$ cat src/rtl/lin_mode_pkg.sv
package lin_mode_pkg;

    typedef enum logic [2:0] {
        MODE_OFF   = 3'd0,
        MODE_STBY  = 3'd1,
        MODE_NORM  = 3'd2,
        MODE_LOW   = 3'd3,
        MODE_SLEEP = 3'd4
    } mode_e;

    typedef enum logic [1:0] {
        RX_PULLUP = 2'd0,
        RX_BUS    = 2'd1,
        RX_CLAMP  = 2'd2
    } rxsel_e;

    typedef struct packed {
        mode_e mode;
        logic  inh;
        logic  armed;
        logic  en_prev;
        logic  chg;
    } fsm_state_t;

endpackage

$ cat src/rtl/lin_pin_sync.sv
module lin_pin_sync #(
    parameter int WIDTH  = 3,
    parameter int STAGES = 2,
    parameter logic [WIDTH-1:0] RST_VAL = '0
) (
    input  logic             clk,
    input  logic             rst_n,
    input  logic [WIDTH-1:0] async_i,
    output logic [WIDTH-1:0] sync_o
);
    logic [STAGES-1:0][WIDTH-1:0] stage_q;

    genvar s;
    generate
        for (s = 0; s < STAGES; s++) begin : g_stage
            logic [WIDTH-1:0] stage_d;
            if (s == 0) begin : g_first
                assign stage_d = async_i;
            end else begin : g_rest
                assign stage_d = stage_q[s-1];
            end
            always_ff @(posedge clk or negedge rst_n) begin
                if (!rst_n) stage_q[s] <= RST_VAL;
                else        stage_q[s] <= stage_d;
            end
        end
    endgenerate

    assign sync_o = stage_q[STAGES-1];
endmodule

$ cat src/rtl/lin_mode_fsm.sv
module lin_mode_fsm
    import lin_mode_pkg::*;
(
    input  logic       clk,
    input  logic       rst_n,
    input  logic       en_s,
    input  logic       stb_s,
    input  logic       txd_s,
    input  logic       wake_evt,
    input  logic       bat_por_low,
    input  logic       bat_uv,
    input  logic       vcc_uv,
    output fsm_state_t state_o
);
    fsm_state_t state_d, state_q;
    logic en_rise, en_fall;

    always_comb begin
        state_d         = state_q;
        en_rise         = en_s & ~state_q.en_prev;
        en_fall         = ~en_s & state_q.en_prev;
        state_d.en_prev = en_s;
        unique case (state_q.mode)
            MODE_OFF: begin
                if (!bat_uv) state_d.mode = MODE_STBY;
            end
            MODE_STBY: begin
                if (en_rise && !vcc_uv && !bat_uv) begin
                    state_d.mode  = txd_s ? MODE_NORM : MODE_LOW;
                    state_d.inh   = stb_s;
                    state_d.armed = txd_s;
                end
            end
            MODE_NORM, MODE_LOW: begin
                if (state_q.mode == MODE_LOW && txd_s) state_d.armed = 1'b1;
                if (en_fall) begin
                    state_d.mode  = (stb_s || bat_uv) ? MODE_STBY : MODE_SLEEP;
                    state_d.inh   = 1'b0;
                    state_d.armed = 1'b0;
                end
            end
            MODE_SLEEP: begin
                if (wake_evt) state_d.mode = MODE_STBY;
            end
            default: begin
                state_d.mode = MODE_OFF;
            end
        endcase
        if (bat_por_low) begin
            state_d.mode  = MODE_OFF;
            state_d.inh   = 1'b0;
            state_d.armed = 1'b0;
        end
        state_d.chg = (state_d.mode != state_q.mode);
    end

    always_ff @(posedge clk or negedge rst_n) begin
        if (!rst_n) begin
            state_q.mode    <= MODE_OFF;
            state_q.inh     <= 1'b0;
            state_q.armed   <= 1'b0;
            state_q.en_prev <= 1'b0;
            state_q.chg     <= 1'b0;
        end else begin
            state_q <= state_d;
        end
    end

    assign state_o = state_q;


    por_forces_off_chk: assert property (@(posedge clk) disable iff (!rst_n)
        bat_por_low |=> state_q.mode == MODE_OFF);


    entry_supply_ok_chk: assert property (@(posedge clk) disable iff (!rst_n)
        ((state_q.mode == MODE_NORM || state_q.mode == MODE_LOW) && $past(state_q.mode) == MODE_STBY)
        |-> ($past(vcc_uv) == 1'b0 && $past(bat_uv) == 1'b0));


    low_entry_quiet_chk: assert property (@(posedge clk) disable iff (!rst_n)
        (state_q.mode == MODE_LOW && $past(state_q.mode) == MODE_STBY) |-> !state_q.armed);


    sleep_from_normal_chk: assert property (@(posedge clk) disable iff (!rst_n)
        (state_q.mode == MODE_SLEEP && $past(state_q.mode) != MODE_SLEEP)
        |-> ($past(state_q.mode) == MODE_NORM || $past(state_q.mode) == MODE_LOW));


    mode_chg_pulse_chk: assert property (@(posedge clk) disable iff (!rst_n)
        state_q.chg |-> state_q.mode != $past(state_q.mode));
endmodule

$ cat src/rtl/lin_mode_decode.sv
module lin_mode_decode
    import lin_mode_pkg::*;
(
    input  mode_e       mode_i,
    input  logic        armed_i,
    input  logic        inh_i,
    input  logic        bat_uv,
    output logic        reg_en_o,
    output logic        tx_en_o,
    output logic        term_res_o,
    output logic        inh_drv_o,
    output logic [1:0]  rxd_sel_o
);
    rxsel_e rx_sel;

    always_comb begin
        reg_en_o   = 1'b0;
        tx_en_o    = 1'b0;
        term_res_o = 1'b0;
        inh_drv_o  = 1'b0;
        rx_sel     = RX_CLAMP;
        unique case (mode_i)
            MODE_STBY: begin
                reg_en_o = 1'b1;
                rx_sel   = RX_PULLUP;
            end
            MODE_NORM: begin
                reg_en_o   = 1'b1;
                tx_en_o    = ~bat_uv;
                term_res_o = 1'b1;
                inh_drv_o  = inh_i;
                rx_sel     = RX_BUS;
            end
            MODE_LOW: begin
                reg_en_o   = 1'b1;
                tx_en_o    = armed_i & ~bat_uv;
                term_res_o = 1'b1;
                inh_drv_o  = inh_i;
                rx_sel     = RX_BUS;
            end
            default: begin
                rx_sel = RX_CLAMP;
            end
        endcase
    end

    assign rxd_sel_o = rx_sel;
endmodule

$ cat src/rtl/lin_mode_ctrl.sv
module lin_mode_ctrl
    import lin_mode_pkg::*;
#(
    parameter int SYNC_STAGES = 2
) (
    input  logic       clk,
    input  logic       rst_n,
    input  logic       en_pin,
    input  logic       stb_pin,
    input  logic       txd_pin,
    input  logic       wake_evt,
    input  logic       bat_por_low,
    input  logic       bat_uv,
    input  logic       vcc_uv,
    output logic       reg_en_o,
    output logic       tx_en_o,
    output logic       term_res_o,
    output logic       inh_drv_o,
    output logic [1:0] rxd_sel_o,
    output logic [2:0] mode_o,
    output logic       mode_chg_o
);
    localparam int NPINS = 3;
    localparam logic [NPINS-1:0] PIN_RST = 3'b100;

    logic [NPINS-1:0] pins_s;
    fsm_state_t       st;

    lin_pin_sync #(
        .WIDTH  (NPINS),
        .STAGES (SYNC_STAGES),
        .RST_VAL(PIN_RST)
    ) u_sync (
        .clk    (clk),
        .rst_n  (rst_n),
        .async_i({txd_pin, stb_pin, en_pin}),
        .sync_o (pins_s)
    );

    lin_mode_fsm u_fsm (
        .clk        (clk),
        .rst_n      (rst_n),
        .en_s       (pins_s[0]),
        .stb_s      (pins_s[1]),
        .txd_s      (pins_s[2]),
        .wake_evt   (wake_evt),
        .bat_por_low(bat_por_low),
        .bat_uv     (bat_uv),
        .vcc_uv     (vcc_uv),
        .state_o    (st)
    );

    lin_mode_decode u_dec (
        .mode_i    (st.mode),
        .armed_i   (st.armed),
        .inh_i     (st.inh),
        .bat_uv    (bat_uv),
        .reg_en_o  (reg_en_o),
        .tx_en_o   (tx_en_o),
        .term_res_o(term_res_o),
        .inh_drv_o (inh_drv_o),
        .rxd_sel_o (rxd_sel_o)
    );

    assign mode_o     = st.mode;
    assign mode_chg_o = st.chg;


    uv_tx_off_chk: assert property (@(posedge clk) disable iff (!rst_n)
        bat_uv |-> !tx_en_o);


    tx_needs_term_chk: assert property (@(posedge clk) disable iff (!rst_n)
        tx_en_o |-> (term_res_o && reg_en_o));
endmodule

$ cat config.mk
export PLATFORM = sky130hd
export DESIGN_NAME = lin_mode_ctrl
export DESIGN_NICKNAME = d
export VERILOG_FILES = /design/src/rtl/lin_mode_pkg.sv /design/src/rtl/lin_pin_sync.sv /design/src/rtl/lin_mode_fsm.sv /design/src/rtl/lin_mode_decode.sv /design/src/rtl/lin_mode_ctrl.sv
export SDC_FILE = /design/constraint.sdc
export NUM_CORES = 1
export LEC_CHECK = 0
export ABC_AREA = 1
export BUFFER_PORTS_ARGS = -buffer_cell sky130_fd_sc_hd__buf_2
export CAP_MARGIN = 40
export CORE_UTILIZATION = 44
export DETAILED_ROUTE_END_ITERATION = 8
export GPL_ROUTABILITY_DRIVEN = 1
export GPL_TIMING_DRIVEN = 1
export PLACE_DENSITY = 0.78
export SYNTH_ARGS = -nofsm -noshare
export SYNTH_HDL_FRONTEND = slang
export SYNTH_HIERARCHICAL = 1
export SYNTH_SLANG_ARGS = --single-unit
$ cat constraint.sdc
create_clock -name clk -period 1.1 [get_ports clk]
set_input_delay 0.22 -clock clk [delete_from_list [all_inputs] [get_ports clk]]
set_output_delay 0.22 -clock clk [all_outputs]
set_load 0.005 [all_outputs]
# --- After elaboration in Yosys (flattened, before gate mapping) ---
# Index checks and enable logic that the tools add are counted.
classes:
  eq_ne: 8
  n_mux: 15
  n_bitwise: 6
  reduce_logical: 12
ops:
  columns: ["op", "n"]
  rows:
  - ["2-to-1 mux 5 bit", 3]
  - ["case mux 3 bit (4 select lines)", 1]
  - ["2-to-1 mux 3 bit", 3]
  - ["case mux 2 bit (2 select lines)", 2]
  - ["== test 3 x 2 -> 1 bit, second input constant", 2]
  - ["AND reduction 3 bit", 2]
  - ["2-to-1 mux 1 bit", 5]
  - ["!= test 4 x 1 -> 1 bit, second input constant", 1]
  - ["AND 1 bit", 3]
  - ["== test 3 x 1 -> 1 bit, second input constant", 1]
  - ["== test 3 bit, second input constant", 1]
  - ["logical AND 1 bit", 3]
  - ["logical NOT 3 bit", 1]
  - ["!= test 3 x 1 -> 1 bit, second input constant", 1]
  - ["!= test 3 bit", 1]
  - ["!= test 3 bit, second input constant", 1]
  - ["inverter 1 bit", 3]
  - ["nonzero test 3 bit", 1]
  - ["OR reduction 3 bit", 1]
  - ["logical NOT 1 bit", 2]
  - ["case mux 1 bit (2 select lines)", 1]
  - ["OR reduction 2 bit", 1]
  - ["logical OR 1 bit", 1]
totals:
  regBits: 13
  word_cells: 48

# --- Depth between registers and ports, before layout ---
depth:
  depth_word: 8
  mapped_depth: 9

# --- Modules after synthesis ---
# Netlist, hierarchy kept.
modules_own_cells:
  columns: ["module", "instances", "cells_per_inst", "area_each_um2"]
  rows:
  - ["lin_mode_fsm", 1, 67, 449.2]
  - ["lin_pin_sync", 1, 6, 152.6]
  - ["lin_mode_decode", 1, 13, 58.8]

# --- Least setup slack after synthesis ---
# OpenSTA, ideal clock, no wires.
synth_path:
  kind: "flip-flop to flip-flop"
  from: "reg u_fsm.state_q (netlist bit u_fsm/state_o[5])"
  to: "reg u_fsm.state_q (netlist bit u_fsm/state_o[0])"
  setup_time_ps: 125
  t_arrival_ps: 1083
  required_time_ps: 975
  slack_ps: -108
  stages_incl_launch_ff: 10
  path_cell_list: "dfrtp_1 inv_2 nor2_4 nand3_2 nand2_1 nand2_1 nand2_1 nand2_1 nor2_1 nand3_1"
synth_lines:
  columns: ["item", "line", "text"]
  rows:
  - ["start: declaration", "lin_mode_fsm.sv:15", "fsm_state_t state_d, state_q;"]
  - ["start signal: assignment", "lin_mode_fsm.sv:65", "state_q <= state_d;"]

==> run metrics <==
met2 routed wirelength=between 1000 and 1500 µm; post-DP HPWL=1120 µm; htree depth=1; met3 WL=82 µm; Max transition margin=80.4%; finished layout cell area=0.00107 mm²; EDFF count, synth=0; Compound-Gate Fraction of Synth Area=under 10%; port buffer count=18; post-synth top area share=41.7%; crit-path max FO=2; Yosys top cell by area=dfrtp_1; Hold Path Depth=1; FF/Latch Area=332 µm²; Starting Density=48.9%; max layer used=met4; vias in the first global route=a little under 600; Reg2Reg Depth=9; met1 WL=751 µm; worst path arrival time=around 1.5 ns; root buf cell=clkbuf_4; CTS clk-pin slew, worst paths=about 0.080 ns; synthesized area=around 660 µm²; DRC Markers=0; crit path kind=reg2reg; Placement Cell Area=~840 µm²; mux cell area share after synthesis=0%; Final Cycle Share=124%; share of post-route cells with drive strength above 1=between 50% and 60%; Core ar.=0.00135 mm²; first-pass GRT wire length=2440 µm; via count=727; Post-Syn Nets=95; clock sink count=13; failing checks=negative setup slack; TritonCTS clock tree=built; IR drop worst, VDD=approximately 0.00077 V; gpl congestion=around 0.90; Max-Cap Viols=0; Pwr Total=1010 µW; Synth cell types=20; largest net degree at the start of global routing=14; Total Routing Usage GR=24.1%; area of the multi-input gates=approximately 330 µm²; DR iter-0 viols=30; IO Pins=19; clock skew=approximately 0.0023 ns; initial antenna violation count=0; WP data required=1.26 ns; Clock Latency Late Sink=0.27 ns; Achievable Freq=731 MHz; largest family of logic cells by synthesized area=simple AND/OR/NAND/NOR gates; synthesis-to-layout area growth=62.1%; n_diodes=0; crit path capture type=register; ys async rst share=100%; Avg Inst Size Synth=7.68 µm²; drt pass-1 iters=4; Slew @ Worst Pin=0.295 ns; antenna viol nets, final=0; Placed Cells=128; Longest Clk Path Bufs=2; top cells by area, synth=dfrtp_1 42%, nand2_1 11%, dfstp_2 8.0%; Finish-stage setup viols=15; Rows=13; dpl ws=-0.154 ns; Final Critical Period=1.37 ns; xor-xnor portion of the synthesized cell area=0%; WL per Instance=13.7 µm; Hold Path Class=in2reg; drt total wl=approximately 1900 µm; number of synthesized register bits=13; Hold Violations, Final=0; most frequent cells after synthesis=20 x nand2_1, 13 x inv_1, 11 x dfrtp_1, 11 x nor2_1, 10 x nand3_1; Synth Area in Simple Gates=34.1%; chip height=40.8 µm; Syn. warnings=6; Pwr per Cell Area=940 mW/mm²; RSZ-0062 raised after global routing=yes; # nets final=between 100 and 150; register area share after synthesis=49.6%; Startpoint Class=register; post-synthesis cell count=86; Layout fillers=a little under 80; worst hold slack=0.0393 ns; Main synth FF type=dfrtp_1; die area=0.00166 mm²; grt ovf=0; slack of the critical path=-0.268 ns; Finished Layout Cells=141; number of vias per cell=between 5 and 6; LEAKAGE=roughly 0.00055 µW; top-count cell post-synth=nand2_1; Num CTS Buffers=3; Die X=roughly 40 µm; status=finished with violations; post-synthesis adder-cell area fraction=0%; Final Max Slew Viols=0
-- metal layers --
layer / vias up / GRT usage (%)
met5: - / 0
met4: 0 / 15.0
met3: 4 / 5.43
met2: 27 / 41.3
met1: 347 / 26.9
li1: 349 / -
-- sequential cells by signal, summed over array words and instances, names as in the netlist --
signal                  count
u_fsm/state_o               7
u_sync/g_stage.stage_d      3
u_sync/sync_o               3
-- logic make-up after synthesis --
group           after synthesis
simple gates                 49
buf+inv                      18
flops                        13
compound gates                6
-- where the power goes --
part / internal, µW / switching [µW] / total (µW)
sequential: 504 / 13.2 / 517
combinational: 94.5 / 102 / 197
clock: 135 / 158 / 292
total: 733 / 273 / 1010
-- what timing repair did --
item                                   4_1_cts  5_1_grt
buffers inserted                             6        2
hold buffers                                 1        0
gates resized for setup                     13       25
setup endpoints to repair                   13       15
endpoints found under the hold margin       11        0
pin swaps                                    5        8
-- path summary, 6_finish.rpt --
| path | from | endpoint | slack [ns] |
|---|---|---|---|
| min in group asynchronous | rst_n | u_fsm/state_o[0] | 0.37 |
| worst max register to register | u_fsm/state_o[4] | u_fsm/state_o[0] | -0.27 |
| max in group asynchronous | rst_n | u_sync/sync_o[2] | 0.45 |
| worst min register to register | u_sync/g_stage[1].stage_d[0] | u_sync/sync_o[0] | 0.36 |
| worst min-delay path | txd_pin | u_sync/g_stage[1].stage_d[2] | 0.04 |
| worst max-delay path | u_fsm/state_o[4] | u_fsm/state_o[0] | -0.27 |
-- cell usage in the layout (no fill, tap or decap), types with 2 or more instances in the layout --
cell,instances
buf_4,11
buf_2,14
nor2_4,2
nand3_1,7
inv_6,3
buf_6,11
nand2_1,16
dfrtp_2,3
nand4_1,2
inv_1,10
o21ai_0,2
dfstp_2,2
clkbuf_4,3
nand2_2,4
nand3_2,3
nor2_1,7
inv_2,2
nor2_2,4
dfrtp_1,8
-- through the flow --
step | utilization (%) | TNS (ns)
floorplan | - | -0.148
global placement | 62.2 | -0.262
detailed placement | 62.2 | -0.439
CTS | 71.7 | -2.47
global route | 79.3 | -3.65
finish | 79.3 | -2.66
-- layout make-up --
cell class	instances	share of cell area (%)
flip-flops and latches	13	31.0
multi-input cells	55	30.4
repair buffers	37	26.8
inverters	17	7.59
clock buffers	3	2.10
well taps	15	1.75
clock inverters	1	0.467
-- critical path: stages (launching register included) --
cell and delay (ns):
dfrtp_2 0.43, buf_4 0.15, nor2_1 0.14, nand2_1 0.10
nand2_2 0.09, nand2_2 0.06, nand2_1 0.06, nand2_1 0.05
nor2_1 0.10, nand3_1 0.07
Power figures use the tool's default switching activity.
